`src/rtl/cpls_pkg.sv`:
```
package cpls_pkg;
   localparam int CLS_W = 3;

   typedef enum logic [CLS_W-1:0] {
      CLS_OTHER = 3'd0,
      CLS_MEM   = 3'd1,
      CLS_LIT   = 3'd2,
      CLS_XFER2 = 3'd3,
      CLS_VEC   = 3'd4,
      CLS_UNDEF = 3'd5
   } cpls_cls_e;

   localparam logic [3:0] PUDW_NONE  = 4'b0000;
   localparam logic [3:0] PUDW_XFER2 = 4'b0010;
endpackage

```
`src/rtl/cpls_field_split.sv`:
```
module cpls_field_split #(
   parameter int         COND_W     = 4,
   parameter int         REG_W      = 4,
   parameter int         COP_W      = 4,
   parameter int         IMM_W      = 8,
   parameter logic [2:0] GROUP_CODE = 3'b110,
   localparam int        COP_LSB    = IMM_W,
   localparam int        CRD_LSB    = COP_LSB + COP_W,
   localparam int        RN_LSB     = CRD_LSB + REG_W,
   localparam int        L_BIT      = RN_LSB + REG_W,
   localparam int        W_BIT      = L_BIT + 1,
   localparam int        D_BIT      = L_BIT + 2,
   localparam int        U_BIT      = L_BIT + 3,
   localparam int        P_BIT      = L_BIT + 4,
   localparam int        GRP_LSB    = P_BIT + 1,
   localparam int        COND_LSB   = GRP_LSB + 3,
   localparam int        INSN_W     = COND_LSB + COND_W
) (
   input  logic [INSN_W-1:0] insn,
   output logic              in_group,
   output logic              is_v2,
   output logic              pre,
   output logic              up,
   output logic              lng,
   output logic              wb,
   output logic              load,
   output logic [REG_W-1:0]  base,
   output logic [REG_W-1:0]  creg,
   output logic [COP_W-1:0]  cop,
   output logic [IMM_W-1:0]  imm
);
   assign is_v2    = &insn[COND_LSB +: COND_W];
   assign in_group = (insn[GRP_LSB +: 3] == GROUP_CODE);
   assign pre      = insn[P_BIT];
   assign up       = insn[U_BIT];
   assign lng      = insn[D_BIT];
   assign wb       = insn[W_BIT];
   assign load     = insn[L_BIT];
   assign base     = insn[RN_LSB +: REG_W];
   assign creg     = insn[CRD_LSB +: REG_W];
   assign cop      = insn[COP_LSB +: COP_W];
   assign imm      = insn[IMM_W-1:0];
endmodule

```
`src/rtl/cpls_cop_rules.sv`:
```
module cpls_cop_rules #(
   parameter int COP_W  = 4,
   localparam int N_COP = 1 << COP_W,
   parameter logic [N_COP-1:0] RSVD_MASK = 16'h3300,
   parameter logic [N_COP-1:0] VEC_MASK  = 16'h0C00
) (
   input  logic [COP_W-1:0] cop,
   output logic             cop_vec,
   output logic             cop_rsvd
);
   logic [N_COP-1:0] hit;

   for (genvar i = 0; i < N_COP; i++) begin : g_hit
      assign hit[i] = (cop == COP_W'(i));
   end

   assign cop_vec  = |(hit & VEC_MASK);
   assign cop_rsvd = |(hit & RSVD_MASK);
endmodule

```
`src/rtl/cpls_class_pick.sv`:
```
module cpls_class_pick
   import cpls_pkg::*;
(
   input  logic       in_group,
   input  logic       is_v2,
   input  logic [3:0] pudw,
   input  logic       load,
   input  logic       base_all1,
   input  logic       cop_vec,
   input  logic       cop_rsvd,
   output cpls_cls_e  cls
);
   always_comb begin
      if (!in_group)               cls = CLS_OTHER;
      else if (pudw == PUDW_NONE)  cls = CLS_UNDEF;
      else if (pudw == PUDW_XFER2) cls = CLS_XFER2;
      else if (cop_vec)            cls = is_v2 ? CLS_UNDEF : CLS_VEC;
      else if (cop_rsvd)           cls = CLS_UNDEF;
      else if (load && base_all1)  cls = CLS_LIT;
      else                         cls = CLS_MEM;
   end
endmodule

```
`src/rtl/cpls_out_stage.sv`:
```
module cpls_out_stage #(
   parameter int W         = 8,
   parameter bit ASYNC_RST = 1'b0
) (
   input  logic         clk,
   input  logic         rst_n,
   input  logic         d_valid,
   input  logic [W-1:0] d,
   output logic         q_valid,
   output logic [W-1:0] q
);
   if (ASYNC_RST) begin : g_async
      always_ff @(posedge clk or negedge rst_n) begin
         if (!rst_n) begin
            q_valid <= 1'b0;
            q       <= '0;
         end else begin
            q_valid <= d_valid;
            if (d_valid) q <= d;
         end
      end
   end else begin : g_sync
      always_ff @(posedge clk) begin
         if (!rst_n) begin
            q_valid <= 1'b0;
            q       <= '0;
         end else begin
            q_valid <= d_valid;
            if (d_valid) q <= d;
         end
      end
   end
endmodule

```
`src/rtl/cpls_classifier.sv`:
```
module cpls_classifier
   import cpls_pkg::*;
#(
   parameter int         COND_W     = 4,
   parameter int         REG_W      = 4,
   parameter int         COP_W      = 4,
   parameter int         IMM_W      = 8,
   parameter logic [2:0] GROUP_CODE = 3'b110,
   localparam int        N_COP      = 1 << COP_W,
   parameter logic [N_COP-1:0] RSVD_MASK = 16'h3300,
   parameter logic [N_COP-1:0] VEC_MASK  = 16'h0C00,
   parameter bit         ASYNC_RST  = 1'b0,
   localparam int        INSN_W     = COND_W + 3 + 5 + 2*REG_W + COP_W + IMM_W,
   localparam int        PKT_W      = CLS_W + 8 + 2*REG_W + COP_W + IMM_W
) (
   input  logic              clk,
   input  logic              rst_n,
   input  logic              in_valid,
   input  logic [INSN_W-1:0] in_insn,
   output logic              out_valid,
   output logic [CLS_W-1:0]  out_class,
   output logic              out_v2,
   output logic              out_load,
   output logic              out_literal,
   output logic              out_undef,
   output logic              out_pre,
   output logic              out_up,
   output logic              out_long,
   output logic              out_wb,
   output logic [REG_W-1:0]  out_base,
   output logic [REG_W-1:0]  out_creg,
   output logic [COP_W-1:0]  out_cop,
   output logic [IMM_W-1:0]  out_imm
);
   if (COP_W < 1 || COP_W > 6) begin : g_bad_cop
      $error("cpls_classifier: COP_W must be 1..6");
   end
   if (REG_W < 1 || COND_W < 1 || IMM_W < 1) begin : g_bad_w
      $error("cpls_classifier: field widths must be positive");
   end
   if ((RSVD_MASK & VEC_MASK) != '0) begin : g_bad_mask
      $error("cpls_classifier: reserved and vector masks overlap");
   end

   logic             in_group, is_v2, pre, up, lng, wb, load;
   logic [REG_W-1:0] base, creg;
   logic [COP_W-1:0] cop;
   logic [IMM_W-1:0] imm;
   logic             cop_vec, cop_rsvd;
   cpls_cls_e        cls;
   logic             lit_c, undef_c;
   logic [PKT_W-1:0] pkt_d, pkt_q;

   cpls_field_split #(
      .COND_W(COND_W), .REG_W(REG_W), .COP_W(COP_W), .IMM_W(IMM_W),
      .GROUP_CODE(GROUP_CODE)
   ) u_split (
      .insn(in_insn), .in_group(in_group), .is_v2(is_v2),
      .pre(pre), .up(up), .lng(lng), .wb(wb), .load(load),
      .base(base), .creg(creg), .cop(cop), .imm(imm)
   );

   cpls_cop_rules #(
      .COP_W(COP_W), .RSVD_MASK(RSVD_MASK), .VEC_MASK(VEC_MASK)
   ) u_cop (
      .cop(cop), .cop_vec(cop_vec), .cop_rsvd(cop_rsvd)
   );

   cpls_class_pick u_pick (
      .in_group(in_group), .is_v2(is_v2), .pudw({pre, up, lng, wb}),
      .load(load), .base_all1(&base), .cop_vec(cop_vec),
      .cop_rsvd(cop_rsvd), .cls(cls)
   );

   assign lit_c   = (cls == CLS_LIT);
   assign undef_c = (cls == CLS_UNDEF);
   assign pkt_d   = {cls, is_v2, load, lit_c, undef_c, pre, up, lng, wb,
                     base, creg, cop, imm};

   cpls_out_stage #(.W(PKT_W), .ASYNC_RST(ASYNC_RST)) u_reg (
      .clk(clk), .rst_n(rst_n), .d_valid(in_valid), .d(pkt_d),
      .q_valid(out_valid), .q(pkt_q)
   );

   assign {out_class, out_v2, out_load, out_literal, out_undef,
           out_pre, out_up, out_long, out_wb,
           out_base, out_creg, out_cop, out_imm} = pkt_q;
endmodule

```
`config.mk`:
```
export PLATFORM = sky130hd
export DESIGN_NAME = cpls_classifier
export DESIGN_NICKNAME = d
export VERILOG_FILES = /design/src/rtl/cpls_pkg.sv /design/src/rtl/cpls_field_split.sv /design/src/rtl/cpls_cop_rules.sv /design/src/rtl/cpls_class_pick.sv /design/src/rtl/cpls_out_stage.sv /design/src/rtl/cpls_classifier.sv
export SDC_FILE = /design/constraint.sdc
export NUM_CORES = 1
export LEC_CHECK = 0
export ABC_AREA = 1
export BUFFER_PORTS_ARGS = -buffer_cell sky130_fd_sc_hd__buf_2
export CAP_MARGIN = 20
export CORE_MARGIN = 4
export CORE_UTILIZATION = 47
export CTS_CLUSTER_DIAMETER = 200
export DETAILED_ROUTE_END_ITERATION = 6
export PLACE_DENSITY = 0.94
export SETUP_SLACK_MARGIN = 0.5
export SLEW_MARGIN = 20
export SYNTH_ARGS = -nofsm -noshare
export SYNTH_HDL_FRONTEND = slang
export SYNTH_SLANG_ARGS = --single-unit
export TNS_END_PERCENT = 30
```
`constraint.sdc`:
```
create_clock -name clk -period 1.5 [get_ports clk]
set_clock_uncertainty 0.1 [all_clocks]
set_input_delay 0.15 -clock clk [delete_from_list [all_inputs] [get_ports clk]]
set_output_delay 0.15 -clock clk [all_outputs]
set_load 0.01 [all_outputs]
```
-- Word-level counts from Yosys, hierarchy flattened
Cells that the tools add are included.
- reductions and logical operators: 6
- equal/unequal tests: 10
- $add $sub $neg: 0
- muxes and demuxes: 7
- divide/modulo/power cells: 0
- $lt $le $gt $ge: 0
- bitwise operators: 0
- multipliers: 0
- shifts and indexed selects: 0
- operators with widths (cell ; number):
    $eq 4x4->1 const B ; 6
    $mux 3 ; 5
    $reduce_and 4->1 ; 2
    $eq 3x3->1 const B ; 2
    $eq 4x2->1 const B ; 1
    $logic_not 4->1 ; 1
    $reduce_or 4->1 ; 1
    $eq 3x2->1 const B ; 1
    $mux 2 ; 1
    $reduce_or 2->1 ; 1
    $logic_and 1x1->1 ; 1
    $mux 1 ; 1
- memories kept: 0
- output and inout port bits: 32
- logic and storage cells: 25
- register bits after elaboration: 32
- memory bits (read-only): 0
- bits in latches: 0
- memory bits (writable): 0

-- Depth between registers and ports, before layout
Gate-level depths: netlist (run 1).
- depth in word-level cells: 9
- mapped depth: 8
- depth with buffers taken out: 8

-- Cells and area by module
A second synthesis (run 1) with hierarchy kept.
- cell total of the unflattened synthesis: 260
- area total of the unflattened synthesis: 1667.8 um^2
- by module, submodules not included (module ; cells each ; times used ; sequential area each (um^2) ; area an instance (um^2)):
    cpls_out_stage ; 199 ; 1 ; 640.6 ; 1323.8
    cpls_field_split ; 30 ; 1 ; 0.0 ; 206.4
    cpls_class_pick ; 19 ; 1 ; 0.0 ; 90.1
    cpls_classifier ; 8 ; 1 ; 0.0 ; 30.0
    cpls_cop_rules ; 4 ; 1 ; 0.0 ; 17.5

-- Least setup slack after synthesis (run 1)
No wires, ideal clock.
- path kind: input to register
- start point: input in_insn[27]
- end point: register u_reg.q[24]
- library setup time: 0.066 ns
- stages on the path: 6
- data arrival time: 0.724 ns
- path slack: 0.610 ns
- required time: 1.334 ns
- path through: nand2_1 > nor2_4 > nand3_1 > nor2_4 > nand3_2 > a21oi_2
- cells in the longest elaborated chain, start to end: 3
- ends and longest elaborated chain (what ; line ; source):
    from (decl) ; cpls_classifier.sv:19 ; input logic [INSN_W-1:0] in_insn,
    $eq 3x3->1 ; cpls_field_split.sv:33 ; assign in_group = (insn[GRP_LSB +: 3] == GROUP_CODE);
    $mux 3 ; cpls_class_pick.sv:14 ; if (!in_group) cls = CLS_OTHER;
    $eq 3x3->1 ; cpls_classifier.sv:76 ; assign undef_c = (cls == CLS_UNDEF);
    to (signal assigned) ; cpls_out_stage.sv:26 ; q <= '0;
    to (signal assigned) ; cpls_out_stage.sv:29 ; if (d_valid) q <= d;
    to (decl) ; cpls_out_stage.sv:10 ; output logic [W-1:0] q
No other way between the ends.
A chain may end at the register's enable or synchronous reset.

-- Final worst setup path (run 1)
- start point: register u_reg.q[18]
- end point: output out_base[2]
- RTL lines (what ; line ; source):
    to (decl) ; cpls_classifier.sv:30 ; output logic [REG_W-1:0] out_base,
No word-level cell between the ends.

==> results of run 1 <==
## layer usage
layer,vias to the layer above,GRT usage (%),share of wire (%)
met5,-,0,0
met1,735,34.6,35
met3,18,8.64,12
li1,718,-,-
met4,0,14.6,3.4
met2,124,51.2,50
## through the flow
step | hold slack [ns] | setup WS [ns]
after floorplan | 0.185 | 0.610
after global placement | 0.275 | 0.369
after detailed placement | 0.280 | 0.349
after CTS | 0.00853 | 0.463
after global routing | 0.0308 | 0.393
final | 0.0194 | 0.415
## layout make-up
cell class,count,area share [%]
timing repair buffer,93,36.7
sequential,32,32.0
multi-input combinational,116,24.6
clock buffer,8,2.76
inverter,12,2.12
tap,30,1.76
## synth_stat cells, drive strengths merged
library cell and n:
a21oi 10, buf 5, clkbuf 4, dfxtp 32, inv 12, nand2 22
nand3 6, nor2 50, o21ai 28
## final timing paths
kind / start / end / slack (ns) / depth (start not counted)
worst max register to register: u_reg.q[18] / u_reg.q[18] / 0.52 / 2
worst max-delay path: u_reg.q[18] / out_base[2] / 0.42 / 1
worst min-delay path: in_insn[25] / u_reg.q[24] / 0.02 / 4
worst min register to register: u_reg.q[30] / u_reg.q[30] / 0.41 / 2
## where the power goes
| part | leakage (nW) | switching, mW | total (mW) | internal [mW] |
|---|---|---|---|---|
| Clock | 0.0326 | 0.303 | 0.535 | 0.232 |
| Combinational | 0.712 | 0.196 | 0.403 | 0.206 |
| Sequential | 0.275 | 0.0434 | 0.957 | 0.914 |
## cell families after synthesis
family,count (synthesis),share of synthesized area (%)
compound gates,38,15.5
simple gates,78,26.3
flops,32,51.0
buf+inv,21,7.18
## worst register-to-register path, stage by stage, from the launching register on
cell and delay, ns:
dfxtp_4 0.38, o21ai_0 0.26, nor2_1 0.13
## registers in the layout (all words and copies together), names as in the netlist
register	flops
u_reg.q	31
u_reg.q_valid	1
## repair_timing
action / in CTS / in global routing
hold endpoints to repair: 24 / 0
hold buffers: 24 / 0
resized for setup: 53 / 9
setup buffers: 0 / 1
endpoints found under the setup margin: 32 / 34
==> out/qor.yml, run 1 <==
die_h_um: 59.7
ys_seq_area_share_pct: 51.0
path_class: "reg -> out"
dp_cells: 258
dp_hpwl_um: 2120
clk_pin_slew_ns: 0.11
tightest_slew_ns: 0.454
finalNonFillerCells: 291
slew_violations: 0
drc: 0
vdd_drop_max_mv: 0.654
synth_cell_types: 19
cpPeakStageDelay_ns: 0.38
num_rows: 18
worstSkewPairLatency_ns: 0.32
cp_cell_sequence: "buf_6"
powerDensity_nw_per_um2: 890
ys_ff_latch: 32
path_max_fanout: 2
slew-limit-headroom_pct: 69.7
rsz0062_at_grt: "true"
clockRootBuffer: "clkbuf_4"
num-nets-final: 295
synth_nets: 204
hold_class: "in -> reg"
clock_path_buffers: 2
cts_tree: "built"
coreArea_um2: 2520
setup_viol: 0
arrival_ns: 0.83
grt_max_degree: 32
grt_pass1_vias: 1614
area.growth.synth_to_final_pct: 69.6
layout_commonest_cell: "nor2_1"
synth_top_cells_by_area: "dfxtp_1, nor2_1, o21ai_0, nand2_1, a21oi_1"
seqCellArea_um2: 682
critPathSlowestCell: "dfxtp_4"
cts_sinks: 32
synthesis.area_um2: 1250
gp_congestion: 0.691
ant_nets: 0
grt_overflow: 0
mostFrequentLayoutCells: "nor2_1, buf_2, buf_6, dfxtp_2, o21ai_0"
status: "finished clean"
final_core_util_pct: 84.4
start_util_pct: 49.8
antenna_cells: 0
dr.pass1.iters: 4
synth_top_area_cell: "dfxtp_1"
power_leakage_nw: 1.02
min_period_over_period_pct: 72.3
critPathRequiredTime_ns: 1.25
antenna_found_initial: 0
end_kind: "output port"
finish.instance_area_um2: 2130
synth_top_area_share_pct: 51.0
via_per_inst: 5.48
drtIter0Drc: 116
layout-drive-gt1-share_pct: 44.1
cp_top_family: "flip-flops"
yosys_warnings: 0
path_buf_inv: 1
maxCapViolCount: 0
power_mw: 1.89
startpoint_type: "flop"
syn_avg_cell_area_um2: 7.43
vias: 1595
fill_cells: 126
setup_tns_ns: 0
die_w_um: 59.7
cts_max_level: 2
wl_per_cell_um: 18.5
cts_made_buffers: 5
min_period_ns: 1.08
syn_inst: 169
drt-total-wl_um: 5390
die-area_um2: 3560
grt_pass1_wl_um: 7890
max_freq_mhz: 922
finalHoldViolCount: 0
grt.total_usage_pct: 30.3
portBuffers: 66
place_area_um2: 1590
ios: 67
multiInputGateArea_um2: 524
Power figures use the tool's default switching activity.
==> inputs of run 2 (changes only) <==
--- a/config.mk
+++ b/config.mk
@@ -5,14 +5,14 @@
 export SDC_FILE = /design/constraint.sdc
 export NUM_CORES = 1
 export LEC_CHECK = 0
-export ABC_AREA = 1
+export ABC_AREA = 0
 export BUFFER_PORTS_ARGS = -buffer_cell sky130_fd_sc_hd__buf_2
 export CAP_MARGIN = 20
 export CORE_MARGIN = 4
-export CORE_UTILIZATION = 47
+export CORE_UTILIZATION = 39
 export CTS_CLUSTER_DIAMETER = 200
 export DETAILED_ROUTE_END_ITERATION = 6
-export PLACE_DENSITY = 0.94
+export PLACE_DENSITY = 0.85
 export SETUP_SLACK_MARGIN = 0.5
 export SLEW_MARGIN = 20
 export SYNTH_ARGS = -nofsm -noshare
==> constraint.sdc (replaced) <==
create_clock -name clk -period 0.9 [get_ports clk]
set_clock_uncertainty 0.1 [all_clocks]
set_input_delay 0.09 -clock clk [delete_from_list [all_inputs] [get_ports clk]]
set_output_delay 0.09 -clock clk [all_outputs]
set_load 0.01 [all_outputs]
==> run 2 against run 1 <==
Against the previous run:
- largest cell class unchanged
- critical path depth up 4
- the run now ends with negative hold slack, negative setup slack left
- critical endpoint is now u_reg.q[24]
- cell count down 14%
- register-to-register slack worse by 0.48 ns
==> out/qor.yml, run 2 <==
status: "finished, violations left"
violations: "negative hold slack, negative setup slack"
synth_compound_area_share_pct: 5.95  # -9.5 points
synth_top_area_share_pct: 50.8  # -0.25 points
end_kind: "flop"
clockRootBuffer: "clkbuf_4"
synth_top_family_by_area: "simple AND/OR/NAND/NOR gates"
powerDensity_nw_per_um2: 1390  # +56%
startpoint_type: "input pin"
vias: 1158  # -27%
ant_nets: 0  # unchanged
synth_xor_xnor_area_share_pct: 0  # unchanged
tightest_slew_ns: 0.418  # -0.0365 ns
drtIter0Drc: 35  # -70%
antenna_found_initial: 0  # unchanged
yosys_warnings: 0  # unchanged
path_max_fanout: 4  # +2
muxShareOfSynthArea_pct: 19.8  # +20 points
rrSetupSlack_ns: 0.04  # -0.48 ns
place_area_um2: 1770  # +11%
ys_seq_area_share_pct: 50.8  # -0.25 points
clk_pin_slew_ns: 0.09  # -0.02 ns
rsz0062_at_grt: "true"
synth_edf_count: 0  # unchanged
grt_max_degree: 17  # -47%
fill_cells: 246  # +95%
grt.total_usage_pct: 17.4  # -13 points
slew_violations: 0  # unchanged
min_period_ns: 0.986
worstSkewPairLatency_ns: 0.32  # about the same
dr.pass1.iters: 4  # unchanged
holdWs_ns: -0.0716  # -0.0910 ns
postSynth.asyncResetShare_pct: 0  # unchanged
num-nets-final: 239  # -19%
mostFrequentLayoutCells: "buf_2, buf_6, dfxtp_2, nor2b_1, mux2i_1"
area.growth.synth_to_final_pct: 68.3
synth_fa_ha_area_share_pct: 0  # unchanged
maxCapViolCount: 0  # unchanged
r2r-end: "u_reg.q[24]"
wl_per_cell_um: 13.2  # -29%
syn_avg_cell_area_um2: 10.7  # +44%
worst-r2r-cell-count: 2  # unchanged
cts_sinks: 32  # unchanged
hold_class: "in -> reg"
slew-limit-headroom_pct: 71.9  # +2.2 points
critPathRequiredTime_ns: 1.02  # -0.23 ns
synth_top_area_cell: "dfxtp_1"
largestRegisters: "u_reg.q x31, u_reg.q_valid x1"
min_period_over_period_pct: 110
endpoint: "u_reg.q[24]"
finalHoldViolCount: 21  # +21
grt_pass1_vias: 1256  # -22%
gp_congestion: 0.836  # +21%
finish.instance_area_um2: 2120  # -0.29%
arrival_ns: 1.11  # +0.28 ns
portBuffers: 66  # unchanged
grt_pass1_wl_um: 5550  # -30%
r2r_start: "u_reg.q[24]"
synth_cell_types: 25  # +6
yosys.area_share.simple_pct: 21.0  # -5.3 points
die_h_um: 64.9  # +8.7%
coreArea_um2: 3080  # +22%
cts_max_level: 2  # unchanged
fin_ws_ns: -0.0865  # -0.502 ns
layout-drive-gt1-share_pct: 62.0  # +18 points
die_w_um: 64.9  # +8.7%
synth_top_cells_by_area: "dfxtp_1, mux2i_1, nor2b_1, a32o_1, and2_1"
largest_reg_flops: 31  # unchanged
synth.most_common_cell: "dfxtp_1"
via_per_inst: 4.65  # -15%
critPathLaunch: "in_insn[23]"
synthesis.area_um2: 1260  # +0.50%
final_core_util_pct: 68.9  # -15 points
power_leakage_nw: 1.01  # -1.3%
num_rows: 20  # +2
synth_nets: 153  # -25%
clock_path_buffers: 2  # unchanged
grt_overflow: 0  # unchanged
start_util_pct: 41.0  # -8.8 points
antenna_cells: 0  # unchanged
max_freq_mhz: 1010
drt-total-wl_um: 3280  # -39%
ios: 67  # unchanged
syn_inst: 118  # -30%
ys_ff_latch: 32  # unchanged
cts_made_buffers: 5  # unchanged
path_class: "in -> reg"
cts_tree: "built"
setup_viol: 34  # +34
synth_flop_cell: "dfxtp_1"
regMostFlops: "u_reg.q"
dp_hpwl_um: 2410  # +13%
vdd_drop_max_mv: 0.719  # +10%
netlist_top_cells_count: "dfxtp_1, nor2b_1, mux2i_1"
die-area_um2: 4210  # +18%
drc: 0  # unchanged
==> run 2: changes by cell type in the layout (fill, tap and decap cells not counted), sizes merged, moves of 2 or more <==
cell,previous run,this run
and2,0,3
inv,12,1
a21oi,10,1
dlygate4sd3,24,0
o21ai,28,1
nand2,22,2
nand3,6,2
nor2,50,2
nor4,0,2
mux2i,0,25
nor2b,0,28
a32o,0,2
buf,69,85
==> run 2: cells by family (layout without fill, tap and decap cells) <==
| kind of cell | after synthesis | in the layout |
|---|---|---|
| compound gates | 10 | 10 |
| buf+inv | 7 | 94 |
| simple gates | 44 | 44 |
| mux | 25 | 25 |
| flops | 32 | 32 |
==> run 2: how the worst min path moves through the flow <==
| stage | startpoint | cells past startpoint | slack (ns) | to |
|---|---|---|---|---|
| 2_1_floorplan | rst_n | 2 | 0.12 | u_reg.q[29] |
| 6_report | in_insn[7] | 3 | -0.07 | u_reg.q[7] |
| 4_1_cts | in_insn[15] | 3 | -0.08 | u_reg.q[15] |
| 3_3_place_gp | in_insn[15] | 3 | 0.24 | u_reg.q[15] |
| 3_5_place_dp | in_insn[7] | 3 | 0.26 | u_reg.q[7] |
| 5_1_grt | in_insn[16] | 3 | -0.08 | u_reg.q[16] |
==> run 2: timing repair <==
| action | 4_1_cts | 5_1_grt |
|---|---|---|
| resized for setup | 66 | 3 |
| endpoints found under the hold margin | 22 | 21 |
| pin swaps | 4 | 3 |
| setup endpoints to repair | 63 | 63 |
| setup buffers | 1 | 3 |
==> run 2: metrics by stage <==
step                hold WS, ns  worst slack [ns]  power (mW)  setup TNS, ns  std cells
floorplan                 0.123            -0.321        1.78         -0.657        118
global placement          0.243            -0.449        2.00          -2.18        237
detailed placement        0.262            -0.471        2.01          -2.58        237
CTS                     -0.0843           -0.0917        2.96          -2.52        246
global route            -0.0768            -0.125        3.12          -3.79        249
finish                  -0.0716           -0.0865        2.94          -1.99        249
==> run 2: where the power goes <==
| part | leakage (nW) | switching, mW | internal [mW] | total [mW] |
|---|---|---|---|---|
| combinational | 0.699 | 0.217 | 0.344 | 0.561 |
| clock | 0.0326 | 0.444 | 0.385 | 0.830 |
| sequential | 0.275 | 0.0495 | 1.50 | 1.55 |
==> run 2: area by class of cell <==
type                    instances  area, µm²  share of cell area, %
well taps                      44       55.1                   2.59
clock buffers                   8       58.8                   2.77
multi-input cells              79        607                   28.6
repair buffers                 85        717                   33.8
inverters                       1       3.75                  0.177
flip-flops and latches         32        681                   32.1
==> run 2: metal layers <==
metal	wire length (µm)	global-route usage, %	vias up
met1	1270	17.1	514
met2	1630	32.1	61
met3	324	7.97	7
met5	0	0	-
met4	51	5.54	0
li1	-	-	576
==> run 2: worst max-delay path, stage by stage <==
cell	delay (ns)
buf_6	0.10
or3_4	0.38
a21o_1	0.18
a32o_1	0.23
and2_1	0.13
